[config.mk]
export PLATFORM = sky130hd
export DESIGN_NAME = crc_sig_analyzer
export DESIGN_NICKNAME = d
export VERILOG_FILES = /design/src/rtl/sa_pkg.sv /design/src/rtl/sa_div_cell.sv /design/src/rtl/sa_divider.sv /design/src/rtl/sa_verdict.sv /design/src/rtl/crc_sig_analyzer.sv
export SDC_FILE = /design/constraint.sdc
export NUM_CORES = 1
export LEC_CHECK = 0
export ABC_AREA = 1
export BUFFER_PORTS_ARGS = -buffer_cell sky130_fd_sc_hd__buf_4
export CAP_MARGIN = 20
export CELL_PAD_IN_SITES_DETAIL_PLACEMENT = 0
export CELL_PAD_IN_SITES_GLOBAL_PLACEMENT = 1
export CORE_UTILIZATION = 32
export CTS_CLUSTER_SIZE = 24
export DETAILED_ROUTE_END_ITERATION = 10
export PLACE_DENSITY = 0.9
export SYNTH_ARGS = -nofsm -noshare
export SYNTH_HDL_FRONTEND = slang
export SYNTH_HIERARCHICAL = 1
export SYNTH_SLANG_ARGS = --single-unit
[constraint.sdc]
create_clock -name clk -period 2.6 [get_ports clk]
set_input_delay 0.26 -clock clk [delete_from_list [all_inputs] [get_ports clk]]
set_output_delay 0.26 -clock clk [all_outputs]
set_load 0.05 [all_outputs]
[src/rtl/sa_pkg.sv]
package sa_pkg;
  localparam int SIG_W = 5;
  // divisor taps below the implicit top term: x^4, x^2, x^0
  localparam logic [SIG_W-1:0] DIV_TAPS = 5'b10101;

  typedef enum logic [1:0] {
    VERDICT_NONE = 2'd0,
    VERDICT_OK   = 2'd1,
    VERDICT_BAD  = 2'd2
  } verdict_e;
endpackage

[src/rtl/sa_div_cell.sv]
module sa_div_cell #(
  parameter bit TAP = 1'b0
) (
  input  logic clk,
  input  logic rst,
  input  logic clr,
  input  logic shift_en,
  input  logic link_in,
  input  logic feedback,
  output logic q,
  output logic d
);
  always_comb begin
    if (clr)           d = 1'b0;
    else if (shift_en) d = link_in ^ (TAP & feedback);
    else               d = q;
  end

  always_ff @(posedge clk) begin
    if (rst) q <= 1'b0;
    else     q <= d;
  end
endmodule

[src/rtl/sa_divider.sv]
module sa_divider #(
  parameter int              W    = sa_pkg::SIG_W,
  parameter logic [W-1:0]    TAPS = sa_pkg::DIV_TAPS
) (
  input  logic         clk,
  input  logic         rst,
  input  logic         clr,
  input  logic         shift_en,
  input  logic         din,
  output logic [W-1:0] rem_q,
  output logic [W-1:0] rem_d
);
  localparam int TOP = W - 1;

  logic         fb;
  logic [W-1:0] link;

  assign fb      = rem_q[TOP];
  assign link[0] = din;

  genvar i;
  generate
    for (i = 1; i < W; i++) begin : g_link
      assign link[i] = rem_q[i-1];
    end
    for (i = 0; i < W; i++) begin : g_cell
      sa_div_cell #(.TAP(TAPS[i])) u_cell (
        .clk      (clk),
        .rst      (rst),
        .clr      (clr),
        .shift_en (shift_en),
        .link_in  (link[i]),
        .feedback (fb),
        .q        (rem_q[i]),
        .d        (rem_d[i])
      );
    end
  endgenerate

  AST_HOLD_IDLE: assert property (@(posedge clk) disable iff (rst)
    (!clr && !shift_en) |=> $stable(rem_q));

  AST_SHIFT_NO_FB: assert property (@(posedge clk) disable iff (rst)
    (!clr && shift_en && !rem_q[TOP]) |=> rem_q == {$past(rem_q[TOP-1:0]), $past(din)});
endmodule

[src/rtl/sa_verdict.sv]
module sa_verdict #(
  parameter int W = sa_pkg::SIG_W
) (
  input  logic         clk,
  input  logic         rst,
  input  logic         judge,
  input  logic [W-1:0] candidate,
  input  logic [W-1:0] golden,
  output logic         ok,
  output logic         bad
);
  import sa_pkg::*;

  verdict_e v_d;

  always_comb begin
    if (!judge)                  v_d = VERDICT_NONE;
    else if (candidate == golden) v_d = VERDICT_OK;
    else                         v_d = VERDICT_BAD;
  end

  always_ff @(posedge clk) begin
    if (rst) begin
      ok  <= 1'b0;
      bad <= 1'b0;
    end else begin
      ok  <= (v_d == VERDICT_OK);
      bad <= (v_d == VERDICT_BAD);
    end
  end

  AST_FLAGS_EXCL: assert property (@(posedge clk) disable iff (rst)
    !(ok && bad));

  AST_QUIET_NO_END: assert property (@(posedge clk) disable iff (rst)
    !judge |=> (!ok && !bad));

  AST_ONE_VERDICT: assert property (@(posedge clk) disable iff (rst)
    judge |=> (ok != bad));
endmodule

[src/rtl/crc_sig_analyzer.sv]
module crc_sig_analyzer #(
  parameter int           W    = sa_pkg::SIG_W,
  parameter logic [W-1:0] TAPS = sa_pkg::DIV_TAPS
) (
  input  logic         clk,
  input  logic         rst,
  input  logic         clear,
  input  logic         din_valid,
  input  logic         din,
  input  logic         stream_end,
  input  logic [W-1:0] golden,
  output logic [W-1:0] signature,
  output logic         sig_ok,
  output logic         sig_bad
);
  logic [W-1:0] rem_d;

  sa_divider #(.W(W), .TAPS(TAPS)) u_div (
    .clk      (clk),
    .rst      (rst),
    .clr      (clear),
    .shift_en (din_valid),
    .din      (din),
    .rem_q    (signature),
    .rem_d    (rem_d)
  );

  sa_verdict #(.W(W)) u_verdict (
    .clk       (clk),
    .rst       (rst),
    .judge     (stream_end),
    .candidate (rem_d),
    .golden    (golden),
    .ok        (sig_ok),
    .bad       (sig_bad)
  );

  AST_CLR_ZERO: assert property (@(posedge clk) disable iff (rst)
    clear |=> (signature == '0));

  AST_END_MATCH_IDLE: assert property (@(posedge clk) disable iff (rst)
    (stream_end && !clear && !din_valid && golden == signature) |=> sig_ok);

  AST_END_MISS_IDLE: assert property (@(posedge clk) disable iff (rst)
    (stream_end && !clear && !din_valid && golden != signature) |=> sig_bad);
endmodule

# Word level (Yosys, flattened, before mapping)
# Index checks and enable logic that the tools add are counted.
# totals
regBits,7
inputBits,11
# op_classes
n_eq_ne,3
muxes,12
bitwise_logic,3
# op_table
operator,count
1-bit 2-to-1 mux,10
5-bit == test,1
2-bit 2-to-1 mux,2
1-bit XOR,3
2-bit by 1-bit == test with 1-bit output (second input constant),1
2-bit == test (second input constant),1

# Logic depth before layout (Yosys ltp)
# logic_depth
word_depth,7
ltp_mapped,11
mapped_depth_nobuf,11

# Modules after synthesis
# The synthesis kept the hierarchy.
# by_module_without_submodules
mod,n_inst,cells_each,area_each_um2,seq_area_each_um2
sa_div_cell (u_div.g_cell[0].u_cell ...),3,11,66.3,20.0
sa_verdict,1,22,142.6,40.0
sa_div_cell (u_div.g_cell[1].u_cell ...),2,10,62.6,20.0
sa_divider,1,1,7.5,0.0

# Least setup slack after synthesis
# No wires, ideal clock.
# synth_timing
path_kind,register to register
start,register u_div.g_cell[1].u_cell.q
end,register u_verdict.bad
arrival_ns,1.336
setup_slack_ns,1.151
stages_incl_launch_ff,10
period_less_slack_ns,1.449
cell_sequence,dfxtp_1 > inv_1 > nand2_1 > nand3_1 > nand2_2 > inv_1 > xnor2_1 > nand3_2 > nor2_1 > nor2_1
# synth_between
elab_chain_cells,7
# synth_lines
element,line,text
from (decl),sa_div_cell.sv:10,"output logic q,"
from (signal assigned),sa_div_cell.sv:20,if (rst) q <= 1'b0;
from (signal assigned),sa_div_cell.sv:21,else q <= d;
1-bit XOR,sa_div_cell.sv:15,else if (shift_en) d = link_in ^ (TAP & feedback);
1-bit 2-to-1 mux,sa_div_cell.sv:15,
1-bit 2-to-1 mux,sa_div_cell.sv:14,if (clr) d = 1'b0;
named net rem_d[2],crc_sig_analyzer.sv:16,logic [W-1:0] rem_d;
5-bit == test,sa_verdict.sv:18,else if (candidate == golden) v_d = VERDICT_OK;
2-bit 2-to-1 mux,sa_verdict.sv:18,
2-bit 2-to-1 mux,sa_verdict.sv:17,if (!judge) v_d = VERDICT_NONE;
2-bit == test,sa_verdict.sv:28,bad <= (v_d == VERDICT_BAD);
to (signal assigned),sa_verdict.sv:28,
to (decl),sa_verdict.sv:10,output logic bad
# The timed path passes the listed nets, and every way through them passes these cells.
# A chain may end at the register's enable or synchronous reset.

# Worst setup path after layout
# layout_timing
start,register u_div.g_cell[4].u_cell.q
end,register u_verdict.bad
# layout_between
elab_chain_cells,7
# layout_lines
element,line
from (decl),sa_div_cell.sv:10
from (signal assigned),sa_div_cell.sv:20
from (signal assigned),sa_div_cell.sv:21
1-bit XOR,sa_div_cell.sv:15
1-bit 2-to-1 mux,sa_div_cell.sv:15
1-bit 2-to-1 mux,sa_div_cell.sv:14
named net rem_d[2],crc_sig_analyzer.sv:16
5-bit == test,sa_verdict.sv:18
2-bit 2-to-1 mux,sa_verdict.sv:18
2-bit 2-to-1 mux,sa_verdict.sv:17
2-bit == test,sa_verdict.sv:28
# The timed path passes the listed nets, and every way through them passes these cells.

==> metrics.sh <==
DIE_AREA_MM2=0.00164
YOSYSMOSTFREQUENTCELL='sky130_fd_sc_hd__inv_1'
CTS_SETUP_BUFFERS=0
GP_ROUTABILITY_CONGESTION=0.729
SYNTH_TOP_FAMILY_BY_AREA='simple AND/OR/NAND/NOR gates'
HTREE_NUM_LEVELS=1
ANTENNA_VIOLATING_NETS_POST_ROUTE=0
SYN_INST=76
CTSLONGESTPATHBUFFERS=2
GRT_MAX_DEGREE=11
CORE_MM2=0.00133
FINALCRITICALPERIOD_NS=1.29
FIRST_ITER_VIOLATIONS=6
AREA_DELTA_SYNTH_FINAL_PCT=34.8
DETAILEDROUTE.FIRSTPASSITERATIONCOUNT=4
FIN_SETUP_TNS_NS=0
VIA_COUNT_OF_THE_FIRST_GLOBAL_ROUTING_PASS=394
FINALWIRELENGTH_UM=930
NUMBER_OF_FLOPS_MAPPED_TO_ENABLE_CELLS_BY_YOSYS=0
SYNTH.YOSYS.SEQ_AREA_SHARE_PCT=29.6
NUM_ROWS=13
DRIVE_GT1_SHARE_PCT=36.5
CTS_RESIZED=0
POST-PLACE-WS_NS=1.31
DRC=0
NUM-NETS-FINAL=108
SYNTH-MAIN-FF-CELL='sky130_fd_sc_hd__dfxtp_1'
LEAKAGE_DISSIPATION_nW=0.353
PATH_CLASS='reg2reg'
FINAL_MIN_PERIOD_OVER_CLOCK_PERIOD_PCT=49.6
PLACE.DETAILED.HPWL_UM=702
TIGHTESTPINTRANSITION_NS=0.231
SYNTH_TOP_AREA_SHARE_PCT=29.6
YOSYS.AREA_SHARE.SIMPLE_PCT=44.3
LAYOUT.FILLER_CELLS=156
SYNTHMUXAREASHARE_PCT=0
IRDROPWORSTVDD_mV=0.218
YOSYS-TOP-CELLS-AREA='sky130_fd_sc_hd__dfxtp_1, sky130_fd_sc_hd__inv_1, sky130_fd_sc_hd__nand2_1'
CRIT_PATH_START_KIND='flip-flop'
SLEW_VIOL_FINAL=0
ACHIEVABLE-FREQUENCY_MHz=775
SYNTHESIZED_FLOP_AND_LATCH_TOTAL=7
STATUS='completed'
WIRE_LENGTH_OF_THE_FIRST_GLOBAL_ROUTING_PASS_UM=1480
POST-SYNTH-TOP-AREA-CELL='sky130_fd_sc_hd__dfxtp_1'
TIMING.SLEW.HEADROOM_PCT=84.6
ANTENNA_CELLS=0
DIE_W_UM=40.5
CTS-HOLD-FIX-BUFFERS=0
MAXCAPVIOLATIONS=0
SETUP_VIOLATIONS=0
CTS.CLK_SLEW.WORST_PATHS_NS=0.06
WORSTHOLDPATHTYPE='in2reg'
POWER.DENSITY_mW_PER_MM2=456
GLOBALROUTEOVERFLOWTOTAL=0
SYNTH_CELL_TYPE_COUNT=11
ROUTEDWLPERCELL_UM=8.38
GRT_ANTENNA_BEFORE_REPAIR=0
CP.REQUIRED_NS=2.75
CLOCK-SINKS=7
CTS_MADE_BUFFERS=3
IO_BUFFERS=17
YS_ASYNC_SR_FRACTION_PCT=0
CRIT_PATH_END_KIND='flip-flop'
FINALWORSTSETUPSLACK_NS=1.31
CLOCK-SKEW-FINAL_NS=0.00393
IO-PIN-COUNT=18
YOSYSWARNINGS=6
SYNTH.CELLS.MOST_FREQUENT='sky130_fd_sc_hd__inv_1, sky130_fd_sc_hd__nand2_1, sky130_fd_sc_hd__nor2_2'
SYNTH.AVG_CELL_AREA_UM2=6.24
RSZ0062_AT_GRT='false'
NUM_VIAS=435
START_UTIL_PCT=35.6
CRITICAL_PATH.MAX_FANOUT=8
DIE_H_UM=40.5
POST_SYNTH_XOR_AREA_FRACTION_PCT=5.54
CTS_TREE='yes'
ROUTE.DETAILED.VIAS_PER_INST=3.92
OVERALL_TRACK_DEMAND_OVER_CAPACITY_IN_GLOBAL_ROUTING_PCT=14.1
HOLD_VIOL_FINAL=0
SYNTH.NET_COUNT=87
CRIT_ARRIVAL_NS=1.44
SYNTH_COMPOUND_GATE_AREA_SHARE_PCT=0
BUFFER_TYPE_AT_THE_CLOCK_TREE_ROOT='sky130_fd_sc_hd__clkbuf_4'
WORST_SKEW_PAIR.LATE_LATENCY_NS=0.25
SYNTH.CELL_AREA_UM2=474
SYNTH-ADDER-AREA-SHARE_PCT=0
## worst max-delay path, stage by stage, from the launching register on
cell and delay [ns]:
sky130_fd_sc_hd__dfxtp_1 0.44, sky130_fd_sc_hd__inv_1 0.07, sky130_fd_sc_hd__nand2_1 0.06, sky130_fd_sc_hd__nand3_1 0.08, sky130_fd_sc_hd__nand2_2 0.09, sky130_fd_sc_hd__inv_1 0.05
sky130_fd_sc_hd__xnor2_1 0.16, sky130_fd_sc_hd__nand3_2 0.11, sky130_fd_sc_hd__nor2_1 0.10, sky130_fd_sc_hd__nor2_1 0.04
## state kept, by name (all words and copies together), names as in the netlist
signal / count
u_verdict/bad: 1
u_div/g_cell.u_cell/q: 5
u_verdict/ok: 1
## routing by layer
layer,vias to the layer above,track usage [%],wire (µm)
met3,0,3.89,61
met4,0,10.0,0
met5,-,0,0
met2,12,21.4,398
met1,174,16.8,470
li1,249,-,-
## cell usage in the layout, fill, tap and decap left out, drive strengths merged
master / Yosys / final
buf: 1 / 17
clkbuf: 0 / 4
dfxtp: 7 / 7
inv: 24 / 24
nand2: 21 / 21
nand3: 6 / 6
nor2: 13 / 13
nor3: 1 / 1
xnor2: 3 / 3
## layout make-up
class                   instances  area [µm²]  share of cell area (%)
well taps                      15        18.8                    2.94
inverters                      24        90.1                    14.1
repair buffers                 17         128                    20.0
clock buffers                   4        26.3                    4.11
flip-flops and latches          7         140                    21.9
multi-input cells              44         236                    37.0
## final timing paths
path | startpoint | cells after the start | end | slack, ns
setup / recovery | u_div/g_cell[4].u_cell/q | 9 | u_verdict/bad | 1.31
hold / removal | rst | 2 | u_div/g_cell[2].u_cell/q | 0.23
setup reg to reg | u_div/g_cell[4].u_cell/q | 9 | u_verdict/bad | 1.31
hold reg to reg | u_div/g_cell[1].u_cell/q | 4 | u_div/g_cell[1].u_cell/q | 0.58
## report_power, final
part	leakage [nW]	internal [mW]	total [mW]	switching, mW
clock	0.0150	0.0588	0.103	0.0438
sequential	0.0572	0.111	0.115	0.00336
combinational	0.281	0.0300	0.0743	0.0443
total	0.353	0.200	0.292	0.0915
## per-stage QoR
stage / power [mW] / utilization (%) / hold WS, ns / area (µm²) / instances
floorplan: 0.164 / - / 0.327 / 474 / 76
global placement: 0.191 / 46.0 / 0.496 / 613 / 107
detailed placement: 0.191 / 46.0 / 0.498 / 613 / 107
CTS: 0.296 / 47.9 / 0.226 / 639 / 111
global route: 0.310 / 47.9 / 0.225 / 639 / 111
finish: 0.292 / 47.9 / 0.228 / 639 / 111
## cells by family after synthesis
kind of cell / count (synthesis)
xor gates and xnor gates: 3
buffers and inverters: 25
and+or+nand+nor: 41
DFF: 7
(Power assumes the default switching activity.)
